$ cat src/rtl/irqv_pkg.sv
`timescale 1ns/1ps
package irqv_pkg;
    localparam int NSRC = 6;
    localparam int IW   = $clog2(NSRC);
    localparam int NEXT = 2;

    localparam int SRC_EXT0 = 0;
    localparam int SRC_TMR0 = 1;
    localparam int SRC_EXT1 = 2;
    localparam int SRC_TMR1 = 3;
    localparam int SRC_SER  = 4;
    localparam int SRC_TMR2 = 5;

    typedef enum logic [1:0] {
        RA_ENABLE = 2'd0,
        RA_PRIO   = 2'd1,
        RA_FLAG   = 2'd2,
        RA_MODE   = 2'd3
    } reg_addr_e;

    typedef struct packed {
        logic            gen;
        logic [NSRC-1:0] en;
        logic [NSRC-1:0] pri;
        logic [NSRC-1:0] flag;
        logic [NEXT-1:0] trig_edge;
        logic            busy_hi;
        logic            busy_lo;
        logic            req;
        logic            lvl;
        logic [IW-1:0]   idx;
    } ctl_state_t;
endpackage

$ cat src/rtl/irqv_pin_sync.sv
`timescale 1ns/1ps
module irqv_pin_sync (
    input  logic clk,
    input  logic rst_n,
    input  logic pin_n,
    output logic active,
    output logic fall
);
    typedef struct packed {
        logic s1;
        logic s2;
    } pin_state_t;

    pin_state_t p_d, p_q;

    always_comb begin
        p_d    = p_q;
        p_d.s1 = pin_n;
        p_d.s2 = p_q.s1;
    end

    always_ff @(posedge clk or negedge rst_n) begin
        if (!rst_n) p_q <= '{s1: 1'b1, s2: 1'b1};
        else        p_q <= p_d;
    end

    assign active = ~p_q.s1;
    assign fall   = p_q.s2 & ~p_q.s1;
endmodule

$ cat src/rtl/irqv_pick.sv
`timescale 1ns/1ps
module irqv_pick #(
    parameter int N  = 6,
    parameter int IW = $clog2(N)
) (
    input  logic [N-1:0]  pend,
    input  logic [N-1:0]  pri,
    output logic          any,
    output logic          lvl,
    output logic [IW-1:0] idx
);
    logic [N-1:0] hi_set;
    logic [N-1:0] use_set;

    always_comb begin
        hi_set  = pend & pri;
        lvl     = |hi_set;
        use_set = lvl ? hi_set : pend;
        any     = |pend;
        idx     = '0;
        for (int i = N - 1; i >= 0; i--) begin
            if (use_set[i]) idx = IW'(i);
        end
    end
endmodule

$ cat src/rtl/irqv_ctrl.sv
`timescale 1ns/1ps
module irqv_ctrl
    import irqv_pkg::*;
#(
    parameter int VEC_BASE = 3,
    parameter int VEC_STEP = 8
) (
    input  logic       clk,
    input  logic       rst_n,
    input  logic       ext0_n,
    input  logic       ext1_n,
    input  logic       tmr0_ovf,
    input  logic       tmr1_ovf,
    input  logic       tmr2_evt,
    input  logic       ser_evt,
    input  logic       reg_we,
    input  logic [1:0] reg_addr,
    input  logic [7:0] reg_wdata,
    output logic [7:0] reg_rdata,
    output logic       irq_req,
    output logic [7:0] irq_vec,
    input  logic       irq_ack,
    input  logic       irq_ret
);
    localparam int FLAG_PAD = 8 - NSRC;

    ctl_state_t st_d, st_q;

    logic [NEXT-1:0] pin_n, pin_act, pin_fall;
    logic [NSRC-1:0] pend;
    logic            win_any, win_lvl, cand_ok, grant;
    logic [IW-1:0]   win_idx;
    logic            spare_unused;

    assign pin_n        = {ext1_n, ext0_n};
    assign spare_unused = ^reg_wdata;

    generate
        for (genvar e = 0; e < NEXT; e++) begin : g_ext
            irqv_pin_sync u_sync (
                .clk   (clk),
                .rst_n (rst_n),
                .pin_n (pin_n[e]),
                .active(pin_act[e]),
                .fall  (pin_fall[e])
            );
        end
    endgenerate

    assign pend = st_q.flag & st_q.en & {NSRC{st_q.gen}};

    irqv_pick #(.N(NSRC), .IW(IW)) u_pick (
        .pend(pend),
        .pri (st_q.pri),
        .any (win_any),
        .lvl (win_lvl),
        .idx (win_idx)
    );

    assign cand_ok = win_any && !st_q.busy_hi && (win_lvl || !st_q.busy_lo);
    assign grant   = st_q.req && irq_ack;

    always_comb begin
        st_d = st_q;

        // hardware clear on grant comes before hardware set
        if (grant) begin
            st_d.req = 1'b0;
            if (st_q.lvl) st_d.busy_hi = 1'b1;
            else          st_d.busy_lo = 1'b1;
            case (int'(st_q.idx))
                SRC_EXT0: if (st_q.trig_edge[0]) st_d.flag[SRC_EXT0] = 1'b0;
                SRC_EXT1: if (st_q.trig_edge[1]) st_d.flag[SRC_EXT1] = 1'b0;
                SRC_TMR0: st_d.flag[SRC_TMR0] = 1'b0;
                SRC_TMR1: st_d.flag[SRC_TMR1] = 1'b0;
                default:  ;
            endcase
        end else if (!st_q.req && cand_ok) begin
            st_d.req = 1'b1;
            st_d.lvl = win_lvl;
            st_d.idx = win_idx;
        end

        if (irq_ret) begin
            if (st_q.busy_hi) st_d.busy_hi = 1'b0;
            else              st_d.busy_lo = 1'b0;
            if (grant && st_q.lvl)       st_d.busy_hi = 1'b1;
            else if (grant && !st_q.lvl) st_d.busy_lo = 1'b1;
        end

        for (int e = 0; e < NEXT; e++) begin
            if (st_q.trig_edge[e]) begin
                if (pin_fall[e]) st_d.flag[2*e] = 1'b1;
            end else begin
                st_d.flag[2*e] = pin_act[e];
            end
        end
        if (tmr0_ovf) st_d.flag[SRC_TMR0] = 1'b1;
        if (tmr1_ovf) st_d.flag[SRC_TMR1] = 1'b1;
        if (ser_evt)  st_d.flag[SRC_SER]  = 1'b1;
        if (tmr2_evt) st_d.flag[SRC_TMR2] = 1'b1;

        // software write wins over hardware in the same cycle
        if (reg_we) begin
            case (reg_addr_e'(reg_addr))
                RA_ENABLE: begin
                    st_d.gen = reg_wdata[7];
                    st_d.en  = reg_wdata[NSRC-1:0];
                end
                RA_PRIO: st_d.pri       = reg_wdata[NSRC-1:0];
                RA_FLAG: st_d.flag      = reg_wdata[NSRC-1:0];
                RA_MODE: st_d.trig_edge = reg_wdata[NEXT-1:0];
                default: ;
            endcase
        end
    end

    always_ff @(posedge clk or negedge rst_n) begin
        if (!rst_n) st_q <= '0;
        else        st_q <= st_d;
    end

    always_comb begin
        case (reg_addr_e'(reg_addr))
            RA_ENABLE: reg_rdata = {st_q.gen, {(FLAG_PAD-1){1'b0}}, st_q.en};
            RA_PRIO:   reg_rdata = {{FLAG_PAD{1'b0}}, st_q.pri};
            RA_FLAG:   reg_rdata = {{FLAG_PAD{1'b0}}, st_q.flag};
            default:   reg_rdata = {{(8-NEXT){1'b0}}, st_q.trig_edge};
        endcase
    end

    assign irq_req = st_q.req;
    assign irq_vec = 8'(VEC_BASE + VEC_STEP * int'(st_q.idx));
endmodule

$ cat config.mk
export PLATFORM = sky130hd
export DESIGN_NAME = irqv_ctrl
export DESIGN_NICKNAME = d
export VERILOG_FILES = /design/src/rtl/irqv_pkg.sv /design/src/rtl/irqv_pin_sync.sv /design/src/rtl/irqv_pick.sv /design/src/rtl/irqv_ctrl.sv
export SDC_FILE = /design/constraint.sdc
export NUM_CORES = 1
export LEC_CHECK = 0
export BUFFER_PORTS_ARGS = -buffer_cell sky130_fd_sc_hd__buf_2
export CAP_MARGIN = 20
export CORE_UTILIZATION = 54
export DETAILED_ROUTE_END_ITERATION = 10
export GPL_TIMING_DRIVEN = 0
export PLACE_DENSITY = 0.79
export SETUP_SLACK_MARGIN = 0.5
export SLEW_MARGIN = 10
export SYNTH_ARGS = -nofsm -noshare
export SYNTH_HDL_FRONTEND = slang
export SYNTH_SLANG_ARGS = --single-unit
$ cat constraint.sdc
create_clock -name clk -period 2.1 [get_ports clk]
set_input_delay 0.42 -clock clk [delete_from_list [all_inputs] [get_ports clk]]
set_output_delay 0.42 -clock clk [all_outputs]
set_load 0.1 [all_outputs]
==> flow_summary_export.csv, run 1 <==
group,metric,value,unit
status,status,"completed",
clock_network,clk_latency,340,ps
timing,fin_skew,7.17,ps
routing,drtAntennaViolNets,0,
synth,ys_ff_latch,32,
cells_and_area,final_area,2680,um^2
routing,dr_total_vias,1696,
timing,period_minus_slack,1870,ps
power,ir_worst_vdd,0.707,mV
synth,syn_area_per_cell,10.8,um^2
floorplanning,die_x,60.1,um
setup_path,cp.arrival,1450,ps
place,dp_cells,246,
floorplanning,rows,20,
timing,relSlewSlack,52.7,%
clock_network,hold_buffers,0,
synth,synth_cell_types,47,
timing,hold_violations,0,
place,port-buffer-count,30,
routing,wl_per_cell,20.2,um
cells_and_area,layout_common_cells,"buf_4 (33), dfrtp_1 (19), buf_2 (17)",
setup_path,path_buf_inv,1,
clock_network,htreeDepth,2,
floorplanning,dieArea,3610,um^2
cells_and_area,drive_gt1_share,59.1,%
place,place_area,2120,um^2
grt,grt_max_degree,33,
floorplanning,initial_core_util,58.2,%
cells_and_area,layout.nets,255,
timing,slew_violations,0,
routing,finalWirelength,5.65,mm
cells_and_area,diodes,0,
routing,route.met3.wl,412,um
grt,grt_first_pass_wirelength,8.10,mm
clock_network,clock_sinks,32,
setup_path,worstPathMaxFanout,2,
synth,synth_edf_count,0,
routing,highest_layer,"met4",
clock_network,worst_setup_hold_path_clk_slew,100,ps
flow_run,maxCapViolCount,0,
routing,drc,0,
synth,syn_inst,168,
clock_network,cts_tree,"done",
timing,final.period_utilization,88.9,%
cells_and_area,final_common_cell,"buf_4",
clock_network,clock_path_buffers,2,
setup_path,reg2regPathDepth,7,
clock_network,cts_made_buffers,5,
grt,grt_overflow,0,
setup_path,cp.required,1680,ps
timing,setup_violations,0,
floorplanning,ioPinCount,38,
place,dpl.hpwl,3.04,mm
setup_path,path_cells,"mux4_2 -> buf_12",
clock_network,cts_root_buffer,"clkbuf_4",
timing,grt_setup_unrepaired,"true",
grt,grt_antenna_before_repair,0,
cells_and_area,final_cells,279,
setup_path,cp-end-kind,"output pin",
grt,track_usage,31.8,%
timing,tightestPinTransition,710,ps
min_path,hold_class,"input pin to async pin",
setup_path,startpoint_type,"flip-flop",
routing,met1_length,2.14,mm
synth,synth_flop_cell,"dfrtp_1",
routing,first_pass_iters,4,
power,p_per_area,1090,nW/um^2
grt,grt_pass1_vias,1710,
routing,avgViaCountPerCell,6.08,
setup_path,critical_path_class,"flip-flop to output pin",
cells_and_area,area_growth_syn_to_layout,47.2,%
floorplanning,core,3130,um^2
setup_path,critPathSlowestCell,"mux4_2",
power,leakagePower,1.14,nW
setup_path,max_stage_delay,490,ps
setup_path,crit_cells,2,
place,gp_congestion,0.844,
floorplanning,die_h,60.1,um
synth,async_flop_share,100,%
synth,netlist_area,1820,um^2
timing,fmax,536,MHz
synth,ys_warn_count,0,
synth,synth-seq-area-share,44.3,%
routing,wl_met2,2.86,mm
setup_path,path_delay_family,"multiplexers",
routing,dr.first_iter.drc_count,194,
-- cell usage after synthesis (2+ instances only) --
cell type	count	area, um^2
o211ai_1	2	15.0
buf_4	9	67.6
mux4_2	2	45.0
nand4_2	3	37.5
nor2b_1	2	12.5
nor2_1	8	30.0
dfrtp_1	28	701
inv_1	4	15.0
nand2_1	14	52.6
o21ai_0	15	75.1
nand4_1	5	31.3
a21oi_1	7	35.0
conb_1	2	7.51
mux2_2	15	169
mux2i_1	4	40.0
nand3_1	5	25.0
and3_2	3	22.5
o21ai_1	5	25.0
nand3b_1	2	15.0
o31ai_1	3	22.5
dfstp_2	4	105
-- final cells by class --
type,instances,area [um^2]
clock buffers,6,51.3
well taps,44,55.1
repair buffers,55,504
inverters,4,15.0
clock inverters,2,10.0
fillers,161,448
plain buffers,13,123
flip-flops and latches,32,820
multi-input cells,123,1100
-- final timing paths --
check	start	slack, ps	end
setup / recovery	st_q[22]	230	reg_rdata[1]
hold / removal	rst_n	120	st_q[7]
setup reg to reg	st_q[27]	300	st_q[2]
hold reg to reg	g_ext[0].u_sync.p_d[0]	370	g_ext[0].u_sync.p_q[0]
max in group asynchronous	rst_n	1460	irq_req
min in group clk	ext0_n	160	g_ext[0].u_sync.p_d[0]
-- power by group --
part           internal [W]  switching [W]
sequential         0.000767       0.000183
combinational      0.000626       0.000971
clock              0.000159       0.000217
total               0.00155        0.00137
-- metal layers --
metal	track usage, %	up-vias
met3	9.96	30
met2	53.5	103
met1	37.1	816
met5	0	-
li1	-	747
met4	14.0	0
-- through the flow --
stage / hold slack [ps] / total power [W] / setup TNS (ps) / util, % / setup WS [ps]
CTS: 127 / 0.00280 / 0 / 82.9 / 233
global route: 159 / 0.00304 / 0 / 85.7 / 217
floorplan: 124 / 0.00193 / 0 / - / 280
global placement: 355 / 0.00212 / 0 / 67.9 / 12.8
finish: 115 / 0.00292 / 0 / 85.7 / 234
detailed placement: 356 / 0.00215 / -23.3 / 67.9 / -23.3
-- cell families (layout without fill, tap and decap cells) --
| family | Yosys count | after routing | share of synthesized area (%) |
|---|---|---|---|
| muxes | 21 | 21 | 14.0 |
| other | 2 | 6 | 0.413 |
| buffers and inverters | 17 | 80 | 5.84 |
| and+or+nand+nor | 51 | 51 | 18.1 |
| AOI/OAI and AO/OA | 45 | 45 | 17.4 |
| DFF | 32 | 32 | 44.3 |
-- state kept, by name, indices dropped and copies added, names as in the netlist --
name and count:
irq_req 1, g_ext.u_sync.p_q 2, st_q 27, g_ext.u_sync.p_d 2
-- repair_timing --
item,CTS,global route
setup buffers,22,3
hold endpoints to repair,0,0
gates resized for setup,57,18
setup endpoints to repair,15,15
cloned,0,0
pin swaps,7,6
Note: power is estimated with default switching activity, not from simulation.
==> inputs of run 2 (changes only) <==
Settings changed: SYNTH_HIERARCHICAL set to 1.
==> flow_summary_export.csv, run 2 <==
group,metric,value,unit
floorplanning,core,3080,um^2
routing,dr_total_vias,1638,
cells_and_area,final_common_cell,"buf_4",
synth,synth_top_family_by_area,"multiplexers",
clock_network,cts_root_buffer,"clkbuf_4",
synth,ys_ff_latch,32,
cells_and_area,area_growth_syn_to_layout,48.8,%
setup_path,critPathCapture,"st_q[0]",
clock_network,htreeDepth,2,
synth,synth_cell_types,35,
routing,avgViaCountPerCell,6.13,
synth,synthMuxAreaShare,18.2,%
synth,yosys.area_share.xor_xnor,0,%
setup_path,cp.arrival,2230,ps
timing,hold_violations,0,
grt,grt_first_pass_wirelength,8.56,mm
timing,slew_violations,0,
clock_network,worst_setup_hold_path_clk_slew,110,ps
clock_network,cts_made_buffers,5,
setup_path,startpoint_type,"flip-flop",
status,status,"completed",
routing,dr.first_iter.drc_count,167,
grt,grt_antenna_before_repair,0,
grt,track_usage,35.0,%
synth,synth_compound_area_share,14.4,%
place,port-buffer-count,30,
timing,relSlewSlack,51.1,%
timing,period_minus_slack,1990,ps
cells_and_area,top_register,"st_q",
floorplanning,initial_core_util,57.1,%
power,p_per_area,1090,nW/um^2
cells_and_area,largest_reg_flops,27,
cells_and_area,seq_area,813,um^2
place,gp_congestion,0.821,
floorplanning,dieArea,3490,um^2
setup_path,cp.required,2340,ps
floorplanning,rows,20,
clock_network,cts_tree,"done",
cells_and_area,layout_common_cells,"buf_4 (31), dfrtp_1 (22), buf_2 (18)",
floorplanning,ioPinCount,38,
floorplanning,die_h,59.0,um
power,leakagePower,1.17,nW
timing,final.period_utilization,94.7,%
setup_path,crit_start,"st_q[27]",
synth,yosysTopAreaCell,"dfrtp_1",
setup_path,worstPathMaxFanout,8,
synth,syn_area_per_cell,11.1,um^2
setup_path,r2r_slack,110,ps
cells_and_area,fill_cells,162,
synth,synth_edf_count,0,
synth,ys_warn_count,6,
routing,wl_per_cell,21.2,um
synth,synth_area_leaders,"dfrtp_1 (40%), mux2_2 (12%), dfstp_2 (6.0%)",
clock_network,clk_latency,350,ps
clock_network,clock_sinks,32,
cells_and_area,post-route-util,84.9,%
floorplanning,die_x,59.0,um
timing,grt_setup_unrepaired,"true",
timing,fmax,503,MHz
setup_path,reg2regPathDepth,7,
min_path,hold_class,"input pin to async pin",
timing,tightestPinTransition,733,ps
power,ir_worst_vdd,0.793,mV
synth,syn_inst,158,
place,dpl.hpwl,2.87,mm
cells_and_area,drive_gt1_share,61.4,%
setup_path,critical_path_class,"flip-flop to flip-flop",
setup_path,cp-end-kind,"flip-flop",
grt,grt_pass1_vias,1657,
synth,synth-seq-area-share,45.9,%
synth,synth.most_common_cell,"dfrtp_1",
power,total_power,0.00286,W
synth,async_flop_share,100,%
synth,netlist_area,1760,um^2
place,place_ws,-21.3,ps
routing,drtAntennaViolNets,0,
timing,postLayoutSetupSlackWorst,111,ps
synth,synthTopCellsByCount,"dfrtp_1 (28), mux2_2 (19), inv_1 (11)",
timing,fin_skew,8.35,ps
synth,synth_flop_cell,"dfrtp_1",
routing,first_pass_iters,4,
routing,drc,0,
flow_run,maxCapViolCount,0,
timing,tns,0,ps
grt,grt_overflow,0,
synth,yosys.area_share.simple,13.6,%
synth,synthAdderAreaFrac,0,%
cells_and_area,layout.nets,243,
timing,setup_violations,0,
setup_path,r2r-end,"st_q[0]",
grt,grt_max_degree,33,
cells_and_area,diodes,0,
cells_and_area,multi_input_area,1030,um^2
setup_path,timing.rr.start,"st_q[27]",
clock_network,clock_path_buffers,2,
synth,synth_top_area_share,39.9,%
routing,finalWirelength,5.67,mm
-- run 2: changes by cell type in the layout (fill, tap and decap cells not counted), sizes merged, moves of 3 or more --
cell,change
nand2,-8
and2,+4
mux2,+4
buf,-3
inv,+7
and3,+3
nand3,-3
nand4,-8
o31ai,-3
a22oi,+3
o21ai,-11
a21oi,-3
a41oi,+7
-- run 2: cell type report --
type / count / area share, %
Buffer: 12 / 4.31
Clock inverter: 1 / 0.287
Inverter: 11 / 1.68
Multi-Input combinational cell: 107 / 39.5
Clock buffer: 7 / 2.11
Sequential cell: 32 / 31.1
Timing Repair Buffer: 53 / 18.9
Tap cell: 44 / 2.11
-- run 2: worst min-delay path by stage --
| stage | from | endpoint | slack, ps | depth (start not counted) |
|---|---|---|---|---|
| 4_1_cts | rst_n | st_q[3] | 140 | 1 |
| 3_3_place_gp | g_ext[1].u_sync/p_d[0] | g_ext[1].u_sync/p_q[0] | 360 | 0 |
| 3_5_place_dp | g_ext[1].u_sync/p_d[0] | g_ext[1].u_sync/p_q[0] | 370 | 0 |
| 5_1_grt | ext0_n | g_ext[0].u_sync/p_d[0] | 150 | 1 |
| 2_1_floorplan | rst_n | irq_req | 120 | 0 |
| 6_report | rst_n | st_q[1] | 110 | 1 |
-- run 2: what timing repair did --
| item | CTS | global route |
|---|---|---|
| hold buffers | 0 | 0 |
| pin swaps | 8 | 6 |
| gates resized for setup | 43 | 23 |
| buffers inserted | 17 | 5 |
| endpoints found under the hold margin | 0 | 0 |
| endpoints found under the setup margin | 16 | 15 |
| gates cloned | 1 | 0 |
-- run 2: stage by stage --
step                hold WS (ps)  cells  cell area [um^2]
floorplan                    124    162              1910
global placement             365    236              2110
finish                       114    267              2610
CTS                          140    262              2490
global route                 146    267              2610
detailed placement           366    236              2110
-- run 2: where the power goes --
group          internal (W)  total, W  switching, W
Sequential         0.000758  0.000929      0.000171
Combinational      0.000635   0.00153      0.000900
Clock              0.000164  0.000398      0.000235
-- run 2: per-layer routing --
layer  routed length (um)  vias to the layer above  GRT usage, %
met5                    0                        -             0
met4                  257                        0          16.0
met3                  393                       28          8.52
met2                 2880                      104          57.5
met1                 2140                      809          43.6
li1                     -                      697             -
-- run 2: logic make-up after synthesis --
family,Yosys count
buf+inv,23
compound gates,34
other cells,2
simple gates,40
flops,32
mux,27
-- run 2: worst max-delay path, stage by stage, from the launching register on --
cell	delay, ps
dfrtp_2	500
and3_4	200
a22oi_2	230
buf_4	220
a41oi_1	180
o211ai_1	140
a31oi_1	120
mux2_4	280
